**config.mk**
```make
export PLATFORM = sky130hd
export DESIGN_NAME = exc_vector_sel
export DESIGN_NICKNAME = d
export VERILOG_FILES = /design/src/rtl/exc_pkg.sv /design/src/rtl/exc_trap_pend.sv /design/src/rtl/exc_crit_edge.sv /design/src/rtl/exc_prio_arb.sv /design/src/rtl/exc_vector_sel.sv
export SDC_FILE = /design/constraint.sdc
export NUM_CORES = 1
export LEC_CHECK = 0
export BUFFER_PORTS_ARGS = -buffer_cell sky130_fd_sc_hd__buf_2
export CAP_MARGIN = 20
export CORE_UTILIZATION = 43
export DETAILED_ROUTE_END_ITERATION = 10
export PLACE_DENSITY = 0.85
export SETUP_SLACK_MARGIN = 0.15
export SYNTH_ARGS = -nofsm -noshare
export SYNTH_HDL_FRONTEND = slang
export SYNTH_HIERARCHICAL = 1
export SYNTH_SLANG_ARGS = --single-unit
export TNS_END_PERCENT = 100
```
**constraint.sdc**
```tcl
create_clock -name clk -period 3.1 [get_ports clk]
set_input_delay 0.62 -clock clk [delete_from_list [all_inputs] [get_ports clk]]
set_output_delay 0.62 -clock clk [all_outputs]
set_load 0.03 [all_outputs]
```
**src/rtl/exc_pkg.sv**
```systemverilog
package exc_pkg;
  localparam int NUM_SRC  = 7;
  localparam int CODE_W   = 3;
  localparam int VEC_W    = 16;
  localparam int NUM_TRAP = 3;

  typedef enum logic [CODE_W-1:0] {
    SRC_TRAP1 = 3'd0,
    SRC_TRAP2 = 3'd1,
    SRC_TRAP3 = 3'd2,
    SRC_NORM  = 3'd3,
    SRC_FAST  = 3'd4,
    SRC_CRIT  = 3'd5,
    SRC_COLD  = 3'd6
  } src_e;

  function automatic logic [VEC_W-1:0] vec_of(input logic [CODE_W-1:0] code);
    logic [VEC_W-1:0] v;
    case (code)
      SRC_TRAP1: v = 16'hFFFA;
      SRC_TRAP2: v = 16'hFFF4;
      SRC_TRAP3: v = 16'hFFF2;
      SRC_NORM:  v = 16'hFFF8;
      SRC_FAST:  v = 16'hFFF6;
      SRC_CRIT:  v = 16'hFFFC;
      default:   v = 16'hFFFE;
    endcase
    return v;
  endfunction
endpackage

```
**src/rtl/exc_trap_pend.sv**
```systemverilog
module exc_trap_pend #(
  parameter int N = 3
) (
  input  logic         clk,
  input  logic         rst_n,
  input  logic         drop_all,
  input  logic [N-1:0] pulse_i,
  input  logic [N-1:0] clr_i,
  output logic [N-1:0] req_o
);
  logic [N-1:0] pend_q;
  logic [N-1:0] pend_d;

  for (genvar g = 0; g < N; g++) begin : g_trap
    always_comb begin
      pend_d[g] = (pend_q[g] | pulse_i[g]) & ~clr_i[g] & ~drop_all;
    end

    always_ff @(posedge clk or negedge rst_n) begin
      if (!rst_n) pend_q[g] <= 1'b0;
      else        pend_q[g] <= pend_d[g];
    end

    assign req_o[g] = pend_q[g] | pulse_i[g];


    pend_drop_chk: assert property (@(posedge clk) disable iff (!rst_n)
      (clr_i[g] || drop_all) |=> !pend_q[g]);
  end
endmodule

```
**src/rtl/exc_crit_edge.sv**
```systemverilog
module exc_crit_edge (
  input  logic clk,
  input  logic rst_n,
  input  logic crit_n,
  input  logic cold_active,
  input  logic sp_loaded,
  input  logic taken,
  output logic latch_o
);
  logic armed_q, armed_d;
  logic prev_q;
  logic latch_q, latch_d;
  logic fall;

  assign fall = prev_q & ~crit_n;

  always_comb begin
    armed_d = armed_q;
    if (cold_active)    armed_d = 1'b0;
    else if (sp_loaded) armed_d = 1'b1;
  end

  always_comb begin
    latch_d = latch_q;
    if (cold_active)           latch_d = 1'b0;
    else if (fall && armed_q)  latch_d = 1'b1;
    else if (taken)            latch_d = 1'b0;
  end

  always_ff @(posedge clk or negedge rst_n) begin
    if (!rst_n) begin
      armed_q <= 1'b0;
      prev_q  <= 1'b1;
      latch_q <= 1'b0;
    end else begin
      armed_q <= armed_d;
      prev_q  <= crit_n;
      latch_q <= latch_d;
    end
  end

  assign latch_o = latch_q;


  crit_armed_chk: assert property (@(posedge clk) disable iff (!rst_n)
    $rose(latch_q) |-> $past(armed_q));
endmodule

```
**src/rtl/exc_prio_arb.sv**
```systemverilog
module exc_prio_arb #(
  parameter int N = 7,
  localparam int CW = $clog2(N)
) (
  input  logic [N-1:0]  req_i,
  output logic [N-1:0]  grant_o,
  output logic [CW-1:0] code_o,
  output logic          any_o
);
  always_comb begin
    grant_o = '0;
    code_o  = '0;
    any_o   = 1'b0;
    for (int i = 0; i < N; i++) begin
      if (req_i[i]) begin
        grant_o = '0;
        grant_o[i] = 1'b1;
        code_o  = CW'(i);
        any_o   = 1'b1;
      end
    end
  end
endmodule

```
**src/rtl/exc_vector_sel.sv**
```systemverilog
module exc_vector_sel
  import exc_pkg::*;
#(
  parameter int FLAG_W    = 8,
  parameter int NORM_MASK = 4,
  parameter int FAST_MASK = 6
) (
  input  logic                clk,
  input  logic                rst_n,
  input  logic                cold_req_n,
  input  logic                crit_req_n,
  input  logic                fast_req_n,
  input  logic                norm_req_n,
  input  logic [NUM_TRAP-1:0] trap_pulse_i,
  input  logic [FLAG_W-1:0]   status_flags_i,
  input  logic                insn_bound_i,
  input  logic                sp_loaded_i,
  output logic                take_o,
  output logic [NUM_SRC-1:0]  src_onehot_o,
  output logic [CODE_W-1:0]   src_code_o,
  output logic [VEC_W-1:0]    vec_addr_o
);
  logic                cold_prev_q;
  logic                cold_active;
  logic                cold_fall;
  logic                crit_latch;
  logic [NUM_TRAP-1:0] trap_req;
  logic [NUM_TRAP-1:0] trap_clr;
  logic [NUM_SRC-1:0]  req;
  logic [NUM_SRC-1:0]  grant;
  logic [CODE_W-1:0]   win_code;
  logic                take;
  logic                bound_ok;
  logic [CODE_W-1:0]   held_q, held_d;

  assign cold_active = ~cold_req_n;
  assign cold_fall   = cold_prev_q & ~cold_req_n;
  assign bound_ok    = insn_bound_i & ~cold_active;

  always_ff @(posedge clk or negedge rst_n) begin
    if (!rst_n) cold_prev_q <= 1'b1;
    else        cold_prev_q <= cold_req_n;
  end

  exc_crit_edge u_crit (
    .clk        (clk),
    .rst_n      (rst_n),
    .crit_n     (crit_req_n),
    .cold_active(cold_active),
    .sp_loaded  (sp_loaded_i),
    .taken      (take && (win_code == SRC_CRIT)),
    .latch_o    (crit_latch)
  );

  exc_trap_pend #(.N(NUM_TRAP)) u_trap (
    .clk     (clk),
    .rst_n   (rst_n),
    .drop_all(cold_active),
    .pulse_i (trap_pulse_i),
    .clr_i   (trap_clr),
    .req_o   (trap_req)
  );

  always_comb begin
    req = '0;
    req[SRC_COLD] = cold_fall;
    req[SRC_CRIT] = bound_ok & crit_latch;
    req[SRC_FAST] = bound_ok & ~fast_req_n & ~status_flags_i[FAST_MASK];
    req[SRC_NORM] = bound_ok & ~norm_req_n & ~status_flags_i[NORM_MASK];
    for (int i = 0; i < NUM_TRAP; i++) begin
      req[int'(SRC_TRAP1) + i] = bound_ok & trap_req[i];
    end
  end

  exc_prio_arb #(.N(NUM_SRC)) u_arb (
    .req_i  (req),
    .grant_o(grant),
    .code_o (win_code),
    .any_o  (take)
  );

  always_comb begin
    for (int i = 0; i < NUM_TRAP; i++) begin
      trap_clr[i] = take && (int'(win_code) >= int'(SRC_TRAP1) + i);
    end
  end

  always_comb begin
    held_d = held_q;
    if (take) held_d = win_code;
  end

  always_ff @(posedge clk or negedge rst_n) begin
    if (!rst_n) held_q <= SRC_COLD;
    else        held_q <= held_d;
  end

  assign take_o       = take;
  assign src_code_o   = take ? win_code : held_q;
  assign src_onehot_o = take ? grant : NUM_SRC'(1) << held_q;
  assign vec_addr_o   = vec_of(src_code_o);


  onehot_take_chk: assert property (@(posedge clk) disable iff (!rst_n)
    take_o |-> ($countones(src_onehot_o) == 1));

  mask_fast_chk: assert property (@(posedge clk) disable iff (!rst_n)
    (take_o && src_code_o == SRC_FAST) |-> !status_flags_i[FAST_MASK]);

  mask_norm_chk: assert property (@(posedge clk) disable iff (!rst_n)
    (take_o && src_code_o == SRC_NORM) |-> !status_flags_i[NORM_MASK]);

  bound_only_chk: assert property (@(posedge clk) disable iff (!rst_n)
    (take_o && !insn_bound_i) |-> (src_code_o == SRC_COLD));

  crit_once_chk: assert property (@(posedge clk) disable iff (!rst_n)
    (take_o && src_code_o == SRC_CRIT) |=> !(take_o && src_code_o == SRC_CRIT));

  vec_hold_chk: assert property (@(posedge clk) disable iff (!rst_n)
    !take_o |-> $stable(vec_addr_o));
endmodule

```
==> impl_results.md <==
* Min Tclk post-route at between 2000 and 3000 ps
* CTS max path bufs at 2
* Drt drc at 0
* Worst Skew at about 2.1 ps
* Worst hold slack at 213 ps
* Area contributors post-synth: dfrtp_1 (18%), buf_4 (13%), dfstp_2 (13%)
* PnR worst setup slack at approximately 160 ps
* Synth Register Bits at 10
* CTS H-tree lvls at 1
* P&R area growth vs syn at 32.4%
* CTS Hold Bufs at 0
* Clock transition at the registers of the reported paths at about 60 ps
* Placed inst area at approximately 1000 um2
* Req. time, crit path at around 2500 ps
* Detailed placement HPWL at approximately 1400 um
* IO buf count at 26
* Worst min path class: in -> async
* Fin crit share at 94.8%
* Worst path slowest cell: mux2_4
* CP peak stage delay at ~380 ps
* Top-level port count at between 40 and 50
* Synth warnings at 6
* Largest area contributor in the netlist: dfrtp_1
* Synth unique cells at 36
* Die W at between 40 and 50 um
* Critical-path cell list: buf_2, or2_1, and3_1, nor2_2, nand3_4, mux2_4, xnor2_2, a21oi_2, buf_4
* Final core occ at just over 60%
* Pins Over Slew Limit at 0
* Power per cell area at 470 mW/mm2
* Cells after synthesis at between 90 and 100
* CTS root buffer: clkbuf_4
* Initial antenna violation count at 0
* Vias per cell at between 4 and 5
* Status: complete, no violations
* Met2 Use GR at between 30% and 40%
* Main flop type after synthesis: dfrtp_1
* Non-filler cells, final at around 160
* Post-synth EDFFs at 0
* Synthesized area per cell at between 8 and 9 um2
* GRT met3 Usage at 2.78%
* Setup-failing EPs final at 0
* Total Wirelength at between 1500 and 2000 um
* Die H at 45.9 um
* Yosys top cell area share at 18.2%
* First-pass GRT wire length at 2740 um
* Sequential-to-total area share from yosys stat at about 31%
* Max VDD drop at around 0.38 mV
* Initial DRC Count at 11
* Fmax at 340 MHz
* Die area at between 0.002 and 0.0025 mm2
* Final net count at about 150
* Critical path capture point type: output pin
* Vias in the first global route at 700
* Post-Place Cells at roughly 150
* Max Cap Viol at 0
* CP arrival at around 2300 ps
* FILL cells at ~160
* Final TNS setup at 0 ps
* Met1 Usage GRT at 19.4%
* Setup crit start kind: input pin
* RePlAce Congestion at 0.745
* CTS Buf Count at 3
* Clk_lat worst skew at about 250 ps
* Clock tree sinks at 10
* Final hold vios at 0
* Setup Slack @ Placement at around 62 ps
* Initial core utilization at between 40% and 50%
* Critical path class: in -> out
* Busiest grt layer: met2
* Pin count of the biggest net entering global routing at 14
* Asr flop ratio synth at 100%
* Tot Pwr at ~0.5 mW
* Antenna Nets Post-Route at 0
* FP Rows at 15
* Antenna cell count at 0
* Grt ovf at 0
* Core Area at about 0.0018 mm2
* CTS tree: done
* DR vias at 760
* Leakage at around 0.56 nW
* DR pass1 iterations at 4
* RSZ-0062 raised after global routing: yes
* Total Routing Usage GR at between 10% and 20%
* Mapped Area at 827 um2
* Wire per inst at around 11 um
* Finished layout cell area at between 0.001 and 0.0015 mm2
* Crit path max fanout at 6
* Share of layout cells above drive strength 1 at 47.0%
==> repair_timing <==
action	4_1_cts	5_1_grt
pin swaps	2	2
gates resized for setup	3	4
endpoints found under the setup margin	2	3
buffers inserted	1	3
cloned	0	0
==> Yosys cell counts (all sizes together) (2+ instances only) <==
cell type,number
dfrtp,6
conb,2
nand3b,3
and3,6
o21ai,5
a21oi,2
nor2,8
dfstp,4
nor3b,5
nand3,2
nand2,10
inv,7
nand2b,2
mux2i,2
buf,15
nor3,4
or2,3
==> final cells by class <==
class | count | area (um2) | share of cell area, %
tap | 25 | 31.3 | 2.86
inverter | 7 | 26.3 | 2.40
timing repair buffer | 36 | 208 | 19.0
sequential | 10 | 255 | 23.3
multi-input combinational | 77 | 538 | 49.1
clock buffer | 4 | 36.3 | 3.31
==> cells in the final DEF (no fill, tap or decap), drive strengths merged, types with 2 or more instances in the layout <==
master and instances:
conb 13, mux2i 2, nand2 10, dfstp 4
nand2b 2, clkbuf 4, nand3 2, and3 6
nor3b 5, o21ai 5, or2 3, buf 36
dfrtp 6, nor3 4, nor2 8, nand3b 3
inv 7, a21oi 2
==> worst paths after layout <==
path	depth (start not counted)	start	endpoint	slack, ps
setup / recovery	9	trap_pulse_i[1]	vec_addr_o[3]	160
min in group clk	1	crit_req_n	u_crit/prev_q	470
hold / removal	1	rst_n	u_crit/armed_q	210
hold reg to reg	2	u_crit/armed_q	u_crit/armed_q	510
setup reg to reg	9	u_trap/pend_q[0]	u_trap/pend_q[1]	1050
max in group asynchronous	1	rst_n	cold_prev_q	2630
==> registers in the layout (all words and copies together), names as in the netlist <==
| register | cells |
|---|---|
| held_q | 3 |
| u_trap/pend_q | 3 |
| cold_prev_q | 1 |
| u_crit/armed_q | 1 |
| u_crit/latch_o | 1 |
| u_crit/prev_q | 1 |
==> cells by family after synthesis <==
group	share of synthesized area, %
and+or+nand+nor	32.4
buffers and inverters	17.7
AOI/OAI and AO/OA	11.3
DFF	30.9
muxes	5.75
other	0.908
xor gates and xnor gates	1.06
==> worst max-delay path: cells and delay by family <==
family	cells	cell delay [ps]
AO/OA/AOI/OAI	1	110
XOR/XNOR	1	150
buffers and inverters	2	250
multiplexers	1	380
AND/OR/NAND/NOR	4	800
==> layer usage <==
| metal | wire length (um) | part of all wire (%) |
|---|---|---|
| met5 | 0 | 0 |
| met3 | 66 | 3.8 |
| met4 | 14 | 0.80 |
| met2 | 947 | 54 |
| met1 | 726 | 41 |
==> report_power, final <==
group / internal [mW] / total, mW / switching, mW / leakage (nW)
logic: 0.0878 / 0.242 / 0.154 / 0.415
clock network: 0.0711 / 0.111 / 0.0399 / 0.0210
registers: 0.147 / 0.161 / 0.0139 / 0.121
(Power assumes the default switching activity.)
